File: src/rtl/useq_pkg.sv
package useq_pkg;

    localparam int UADDR_W    = 7;
    localparam int OPC_W      = 4;
    localparam int N_STATUS   = 3;
    localparam int SEL_W      = 2;
    localparam int START_ADDR = 64;

    typedef enum logic [SEL_W-1:0] {
        COND_ONE     = 2'b00,
        COND_DR_SIGN = 2'b01,
        COND_AC_SIGN = 2'b10,
        COND_AC_ZERO = 2'b11
    } cond_sel_e;

    typedef enum logic [SEL_W-1:0] {
        BR_JUMP   = 2'b00,
        BR_CALL   = 2'b01,
        BR_RETURN = 2'b10,
        BR_MAP    = 2'b11
    } br_kind_e;

    typedef struct packed {
        cond_sel_e              cond;
        br_kind_e               kind;
        logic [UADDR_W-1:0]     target;
    } seq_fields_t;

    function automatic logic [UADDR_W-1:0] addr_plus_one(input logic [UADDR_W-1:0] a);
        return a + UADDR_W'(1);
    endfunction

endpackage

File: src/rtl/useq_cond_mux.sv
module useq_cond_mux
    import useq_pkg::*;
#(
    parameter int NUM_FLAGS = N_STATUS
) (
    input  cond_sel_e              sel,
    input  logic [NUM_FLAGS-1:0]   flags,
    output logic                   taken
);
    localparam int N_IN = NUM_FLAGS + 1;

    logic [N_IN-1:0] cand;

    // input 0 is tied high so that code 00 makes any transfer unconditional
    assign cand[0] = 1'b1;

    generate
        for (genvar i = 0; i < NUM_FLAGS; i++) begin : g_flag
            assign cand[i+1] = flags[i];
        end
    endgenerate

    assign taken = cand[sel];

    always_comb begin
        if (sel == COND_ONE) begin
            assert_one_true_R4: assert (taken === 1'b1 || $isunknown(sel));
        end
    end
endmodule

File: src/rtl/useq_map.sv
module useq_map
    import useq_pkg::*;
#(
    parameter int ADDR_W = UADDR_W,
    parameter int OPW    = OPC_W,
    parameter int LO_PAD = 2
) (
    input  logic [OPW-1:0]    opc,
    output logic [ADDR_W-1:0] map_addr
);
    localparam int HI_PAD = ADDR_W - OPW - LO_PAD;

    generate
        if (HI_PAD > 0) begin : g_hi
            assign map_addr = {{HI_PAD{1'b0}}, opc, {LO_PAD{1'b0}}};
        end else begin : g_flush
            assign map_addr = {opc, {LO_PAD{1'b0}}};
        end
    endgenerate
endmodule

File: src/rtl/useq_addr_regs.sv
module useq_addr_regs
    import useq_pkg::*;
#(
    parameter int ADDR_W = UADDR_W,
    parameter int START  = START_ADDR
) (
    input  logic               clk,
    input  logic               rst,
    input  br_kind_e           kind,
    input  logic               taken,
    input  logic [ADDR_W-1:0]  target,
    input  logic [ADDR_W-1:0]  map_addr,
    output logic [ADDR_W-1:0]  car
);
    logic [ADDR_W-1:0] sbr;
    logic [ADDR_W-1:0] incr;
    logic [ADDR_W-1:0] nxt;
    logic              link_we;

    assign incr    = car + ADDR_W'(1);
    assign link_we = (kind == BR_CALL) && taken;

    always_comb begin
        unique case (kind)
            BR_JUMP,
            BR_CALL:   nxt = taken ? target : incr;
            BR_RETURN: nxt = sbr;
            BR_MAP:    nxt = map_addr;
            default:   nxt = incr;
        endcase
    end

    always_ff @(posedge clk) begin
        if (rst) begin
            car <= ADDR_W'(START);
            sbr <= '0;
        end else begin
            car <= nxt;
            if (link_we) begin
                sbr <= incr;
            end
        end
    end

    assert_jump_taken_R2: assert property (@(posedge clk) disable iff (rst)
        (kind == BR_JUMP && taken) |=> car == $past(target));

    assert_fall_through_R3: assert property (@(posedge clk) disable iff (rst)
        ((kind == BR_JUMP || kind == BR_CALL) && !taken) |=> car == $past(car) + ADDR_W'(1));

    assert_call_link_R5: assert property (@(posedge clk) disable iff (rst)
        (kind == BR_CALL && taken) |=> (sbr == $past(car) + ADDR_W'(1)) && (car == $past(target)));

    assert_return_R6: assert property (@(posedge clk) disable iff (rst)
        (kind == BR_RETURN) |=> car == $past(sbr));

    assert_map_R7: assert property (@(posedge clk) disable iff (rst)
        (kind == BR_MAP) |=> car == $past(map_addr));

    assert_link_hold_R8: assert property (@(posedge clk) disable iff (rst)
        !(kind == BR_CALL && taken) |=> $stable(sbr));
endmodule

File: src/rtl/useq_sequencer.sv
module useq_sequencer
    import useq_pkg::*;
#(
    parameter int START = START_ADDR
) (
    input  logic               clk,
    input  logic               rst,
    input  logic [SEL_W-1:0]   cd_field,
    input  logic [SEL_W-1:0]   br_field,
    input  logic [UADDR_W-1:0] ad_field,
    input  logic [OPC_W-1:0]   opcode,
    input  logic               dr_sign,
    input  logic               ac_sign,
    input  logic               ac_zero,
    output logic [UADDR_W-1:0] ctrl_addr
);
    seq_fields_t         fld;
    logic                taken;
    logic [UADDR_W-1:0]  map_addr;
    logic [N_STATUS-1:0] flags;

    assign fld.cond   = cond_sel_e'(cd_field);
    assign fld.kind   = br_kind_e'(br_field);
    assign fld.target = ad_field;

    // flag order matches the condition codes 01, 10, 11
    assign flags = {ac_zero, ac_sign, dr_sign};

    useq_cond_mux #(.NUM_FLAGS(N_STATUS)) u_cond (
        .sel   (fld.cond),
        .flags (flags),
        .taken (taken)
    );

    useq_map #(.ADDR_W(UADDR_W), .OPW(OPC_W), .LO_PAD(2)) u_map (
        .opc      (opcode),
        .map_addr (map_addr)
    );

    useq_addr_regs #(.ADDR_W(UADDR_W), .START(START)) u_regs (
        .clk      (clk),
        .rst      (rst),
        .kind     (fld.kind),
        .taken    (taken),
        .target   (fld.target),
        .map_addr (map_addr),
        .car      (ctrl_addr)
    );

    assert_reset_start_R1: assert property (@(posedge clk) disable iff (rst)
        $fell(rst) |-> ctrl_addr == UADDR_W'(START));

    assert_map_shape_R7: assert property (@(posedge clk) disable iff (rst)
        (br_field == 2'b11) |=> (ctrl_addr[1:0] == 2'b00) && !ctrl_addr[UADDR_W-1]
                                && (ctrl_addr[5:2] == $past(opcode)));
endmodule

File: config.mk
export PLATFORM = sky130hd
export DESIGN_NAME = useq_sequencer
export DESIGN_NICKNAME = d
export VERILOG_FILES = /design/src/rtl/useq_pkg.sv /design/src/rtl/useq_cond_mux.sv /design/src/rtl/useq_map.sv /design/src/rtl/useq_addr_regs.sv /design/src/rtl/useq_sequencer.sv
export SDC_FILE = /design/constraint.sdc
export NUM_CORES = 1
export LEC_CHECK = 0
export CORE_UTILIZATION = 46
export CTS_CLUSTER_DIAMETER = 150
export DETAILED_ROUTE_END_ITERATION = 10
export MAX_ROUTING_LAYER = met4
export PLACE_DENSITY_LB_ADDON = 0.05
export SYNTH_ARGS = -nofsm -noshare
export SYNTH_HDL_FRONTEND = slang
export SYNTH_SLANG_ARGS = --single-unit
File: constraint.sdc
create_clock -name clk -period 3.45 [get_ports clk]
set_clock_uncertainty 0.1 [all_clocks]
set_input_delay 1.035 -clock clk [delete_from_list [all_inputs] [get_ports clk]]
set_output_delay 1.035 -clock clk [all_outputs]
set_load 0.005 [all_outputs]
==> out/metrics.yaml, run 1 <==
seq_power_share_pct: 46.2
syn_area_um2: 759
grt_pass1_vias: 658
syn_nets: 100
via_per_inst: 5.81
whs_ps: 406
synthCells: 79
power.share.clock_pct: 31.0
num_antenna_cells: 0
drc: 0
synth_top_area_share_pct: 36.9
track_usage_pct: 21.3
die-area_um2: 1820
vias: 715
hold_viol: 0
min_path_type: "reg2reg"
dp_slack_ps: 294
ant_nets: 0
first_pass_iters: 4
drt_iter0_drc: 13
maxCapViolations: 0
p_int_mw: 0.289
nets: 129
synth.most_common_cell: "dfxtp_1"
wl_met2_um: 797
final_util_pct: 70.2
synth_seq_cells: 14
p_leak_nw: 0.390
power_density_nw_per_um2: 371
crit_required_ps: 3520
period_needed_ps: 2830
cp_max_fo: 14
power_frac_comb_pct: 22.7
synth_area_leader_cell: "dfxtp_1"
rows: 14
cts_num_sinks: 14
routed_wl_mm: 1.79
grt_pass1_wl_mm: 2.86
fp.dieH_um: 42.6
cts_max_level: 1
area_growth_pct: 40.9
start_kind: "input port"
antenna_found_initial: 0
grt-ovfl-total: 0
layout-drive-gt1-share_pct: 14.0
relSlewSlack_pct: 36.0
portBuffers: 26
synth_area_leaders: "dfxtp_1 37%, mux2i_1 7.9%, a211oi_2 6.6%, nor2_1 5.4%, xor2_1 4.6%"
synth_warnings: 0
maxSlewViolCount: 0
grt_setup_unrepaired: "false"
worstMarginPinSlew_ps: 959
synth_edf_count: 0
hpwlAfterDp_mm: 1.29
ys.flop_type: "dfxtp_1"
dpl-instance-area_um2: 1030
gp_congestion: 0.836
wl_per_cell_um: 14.5
cts_inserted_buffers: 3
core_um2: 1520
die_x_um: 42.6
placed_cells: 119
reg2reg_slack_ps: 1950
cts_hold_buf: 0
wl_met1_um: 854
cts_setup_buffers: 0
synth_cell_types: 31
swShare_pct: 27.2
finalCritPeriodShare_pct: 82.0
p_switching_mw: 0.108
cts-resized-gates: 0
dr_wl_met3_um: 113
critical_path_class: "in2reg"
clock.fmax_mhz: 353
cts_tree: "done"
instances_no_fill: 123
vdd_drop_max_mv: 0.229
critPathArrivalTime_ps: 2900
grt_max_degree: 15
clockBufferDepth: 2
initial_core_util_pct: 49.8
clock_latency_ps: 290
boundaryPins: 27
synth_commonest_cells: "14 x dfxtp_1, 11 x nor2_1, 6 x mux2i_1"
design_area_um2: 1070
fin_ws_ps: 621
tns_ps: 0
power_mw: 0.397
syn_area_per_cell_um2: 9.61
cts.reportedPaths.clkPinSlew_ps: 90
status: "finished, final reports clean"
ys_async_sr_fraction_pct: 0
cts_root_buf: "clkbuf_4"
setup-violations-final: 0
worstSetupEndpointType: "flop"
seq_area_frac_synth_pct: 36.9
dr.max_layer_used: "met4"
==> cells by family (layout without fill, tap and decap cells) <==
family / after synthesis / after routing / synth area share [%]
buffers and inverters: 8 / 36 / 5.27
XOR/XNOR: 5 / 5 / 5.77
flip-flops: 14 / 14 / 36.9
AND/OR/NAND/NOR: 23 / 23 / 15.2
AO/OA/AOI/OAI: 22 / 22 / 27.4
multiplexers: 6 / 6 / 7.91
adder cells (fa/ha/maj): 1 / 1 / 1.65
==> state kept, by name, summed over array words and instances (netlist names) <==
signal and count:
u_regs.car 7, u_regs.sbr 7
==> cell usage in the layout, fill, tap and decap left out, types with 2 or more instances in the layout <==
master / count
inv_1: 3
nor2_1: 11
a211oi_2: 4
clkdlybuf4s50_1: 26
o41ai_1: 3
a211oi_1: 2
a41oi_1: 3
a21oi_1: 3
dfxtp_1: 14
nand3_1: 4
buf_4: 3
xor2_1: 4
clkbuf_4: 3
mux2i_1: 6
==> layout make-up <==
type	instances	area, um^2
multi-input cells	57	439
inverters	3	11.3
clock buffers	4	36.3
fillers	129	454
well taps	16	20.0
flip-flops and latches	14	280
repair buffers	29	283
==> layer usage <==
metal	GRT usage [%]	vias up
met5	-	-
met4	9.38	0
met3	4.74	4
met2	33.0	24
met1	26.4	327
li1	-	360
==> power by group through the flow <==
stage,clock network (mW),registers (mW),logic [mW]
finish,0.123,0.184,0.0903
global route,0.131,0.185,0.0981
CTS,0.124,0.183,0.0906
detailed placement,0,0.187,0.0898
global placement,0,0.187,0.0891
floorplan,0,0.185,0.0457
==> final timing paths <==
check             cells after the start          start       endpoint
hold / removal                        2  u_regs.sbr[4]  u_regs.sbr[4]
setup / recovery                      5    cd_field[0]  u_regs.car[1]
hold reg to reg                       2  u_regs.sbr[4]  u_regs.sbr[4]
setup reg to reg                      4  u_regs.car[0]  u_regs.car[2]
==> critical path: stages <==
cell	delay [ps]
clkdlybuf4s50_1	480
mux2i_1	130
a21oi_1	790
nor3_1	90
a2111oi_0	370
No activity file was read; power rests on OpenSTA's default activity.
==> inputs of run 2 (changes only) <==
--- a/config.mk
+++ b/config.mk
@@ -5,7 +5,7 @@
 export SDC_FILE = /design/constraint.sdc
 export NUM_CORES = 1
 export LEC_CHECK = 0
-export CORE_UTILIZATION = 46
+export CORE_UTILIZATION = 43
 export CTS_CLUSTER_DIAMETER = 150
 export DETAILED_ROUTE_END_ITERATION = 10
 export MAX_ROUTING_LAYER = met4
==> constraint.sdc (replaced) <==
create_clock -name clk -period 2.9 [get_ports clk]
set_clock_uncertainty 0.1 [all_clocks]
set_input_delay 0.87 -clock clk [delete_from_list [all_inputs] [get_ports clk]]
set_output_delay 0.87 -clock clk [all_outputs]
set_load 0.005 [all_outputs]
==> run 2 against run 1 <==
  * Die area increased by 6.7%
  * Combinational power increased by 25%
  * Global-route usage increased by 1.5 points
  * Core utilization decreased by 0.91 points
  * Sequential share of layout area decreased by 0.54 points
  * Sequential cell count unchanged
  * Count of clock-buffer cells in the layout unchanged
  * Design area increased by 2.1%
  * Register-to-register slack got worse by 520 ps
  * Setup slack got worse by 290 ps
  * Critical path depth unchanged
  * Critical path type unchanged
  * Largest power group unchanged
  * Highest routed layer unchanged
==> out/metrics.yaml, run 2 (synthesis gave the netlist of run 1 again) <==
dp_slack_ps: 17.0
fin_ws_ps: 333
first_pass_iters: 6
cts-resized-gates: 0
mostFrequentLayoutCells: "26 x clkdlybuf4s50_1, 14 x dfxtp_1, 11 x nor2_1"
hold_viol: 0
core_um2: 1580
crit_chain: "clkdlybuf4s50_1 > mux2i_1 > a21oi_1 > or2_2 > a311oi_1"
period_needed_ps: 2570
die_x_um: 44.0
crit_required_ps: 2990
critPathArrivalTime_ps: 2660
nets: 132
clock.fmax_mhz: 390
r2r-start: "u_regs.car[0]"
final_common_cell: "clkdlybuf4s50_1"
portBuffers: 26
p_leak_nw: 0.405
min_path_type: "reg2reg"
initial_core_util_pct: 48.2
grt_setup_unrepaired: "false"
hpwlAfterDp_mm: 1.44
gp_congestion: 0.850
instances_no_fill: 126
reg2reg_slack_ps: 1430
num_antenna_cells: 0
cts_hold_buf: 0
drt_iter0_drc: 19
status: "finished, final reports clean"
routed_wl_mm: 1.89
boundaryPins: 27
cts_inserted_buffers: 3
cts_tree: "done"
vdd_drop_max_mv: 0.274
rows: 14
antenna_found_initial: 0
track_usage_pct: 22.9
tns_ps: 0
clock_latency_ps: 290
via_per_inst: 5.81
grt-ovfl-total: 0
min_path_cells: 2
die-area_um2: 1940
clockBufferDepth: 2
fp.dieH_um: 44.0
finalCritPeriodShare_pct: 88.5
design_area_um2: 1090
grt_pass1_wl_mm: 3.15
cpPeakStageDelay_ps: 490
ant_nets: 0
drc: 0
worstSetupEndpointType: "flop"
cpMaxStageDelayCell: "clkdlybuf4s50_1"
cts_num_sinks: 14
grt_pass1_vias: 769
cts_setup_buffers: 0
cts.reportedPaths.clkPinSlew_ps: 90
area_growth_pct: 43.8
maxCapViolations: 0
relSlewSlack_pct: 50.0
maxSlewViolCount: 0
worst-r2r-cell-count: 4
cts_max_level: 1
hold_end: "u_regs.sbr[4]"
start_kind: "input port"
grt_max_degree: 12
largestRegisters: "u_regs.car x7, u_regs.sbr x7"
setup-violations-final: 0
cts_root_buf: "clkbuf_4"
worstMarginPinSlew_ps: 750
dpl-instance-area_um2: 1060
placed_cells: 122
layout-drive-gt1-share_pct: 16.4
critical_path_class: "in2reg"
vias: 732
wl_per_cell_um: 15.0
power_density_nw_per_um2: 435
r2r-end: "u_regs.car[2]"
cp_max_fo: 11
hold_path_startpoint: "u_regs.sbr[4]"
[run 2: cell types whose count changed in the layout (fill, tap and decap cells not counted)]
cell,delta
buf_4,+3
[run 2: worst max-delay path: cells and delay by family]
| kind | cells | cell delay (ps) |
|---|---|---|
| and+or+nand+nor | 1 | 350 |
| muxes | 1 | 360 |
| AOI/OAI and AO/OA | 2 | 570 |
| buffers and inverters | 1 | 490 |
[run 2: final cells by class]
cell class                 count  area (um^2)
fill                         139          484
inverter                       3         11.3
timing repair buffer          32          305
multi-input combinational     57          439
clock buffer                   4         36.3
sequential                    14          280
tap                           16         20.0
[run 2: worst max-delay path by stage]
stage	slack (ps)	end	startpoint
after global routing	210	u_regs.car[0]	cd_field[0]
after floorplan	850	u_regs.sbr[0]	cd_field[0]
after detailed placement	20	u_regs.car[2]	cd_field[0]
after CTS	330	u_regs.car[2]	cd_field[0]
after global placement	120	u_regs.car[0]	cd_field[0]
final	330	u_regs.car[0]	cd_field[0]
[run 2: per-layer routing]
layer  track usage [%]  up-vias  share of wire, %
met4              10.3        0               2.3
li1                  -      364                 -
met1              25.8      337                45
met5                 -        -                 0
met3              5.71        6               5.2
met2              37.9       25                47
[run 2: power by group]
group	internal [mW]	switching [mW]
logic	0.0646	0.0484
clock network	0.0765	0.0677
registers	0.206	0.0116
total	0.347	0.128
[run 2: per-stage QoR]
| step | hold slack [ps] | util [%] | power [mW] |
|---|---|---|---|
| 2_1_floorplan | 361 | - | 0.275 |
| 3_3_place_gp | 389 | 67.0 | 0.332 |
| 3_5_place_dp | 402 | 67.0 | 0.334 |
| 4_1_cts | 415 | 69.3 | 0.478 |
| 5_1_grt | 433 | 69.3 | 0.498 |
| 6_report | 408 | 69.3 | 0.475 |
==> inputs of run 3 (changes only) <==
--- a/config.mk
+++ b/config.mk
@@ -7,6 +7,7 @@
 export LEC_CHECK = 0
 export CORE_UTILIZATION = 43
 export CTS_CLUSTER_DIAMETER = 150
+export CTS_CLUSTER_SIZE = 40
 export DETAILED_ROUTE_END_ITERATION = 10
 export MAX_ROUTING_LAYER = met4
 export PLACE_DENSITY_LB_ADDON = 0.05
==> results of run 3 <==
Final layout, timing and power as in run 2 (identical DEF).
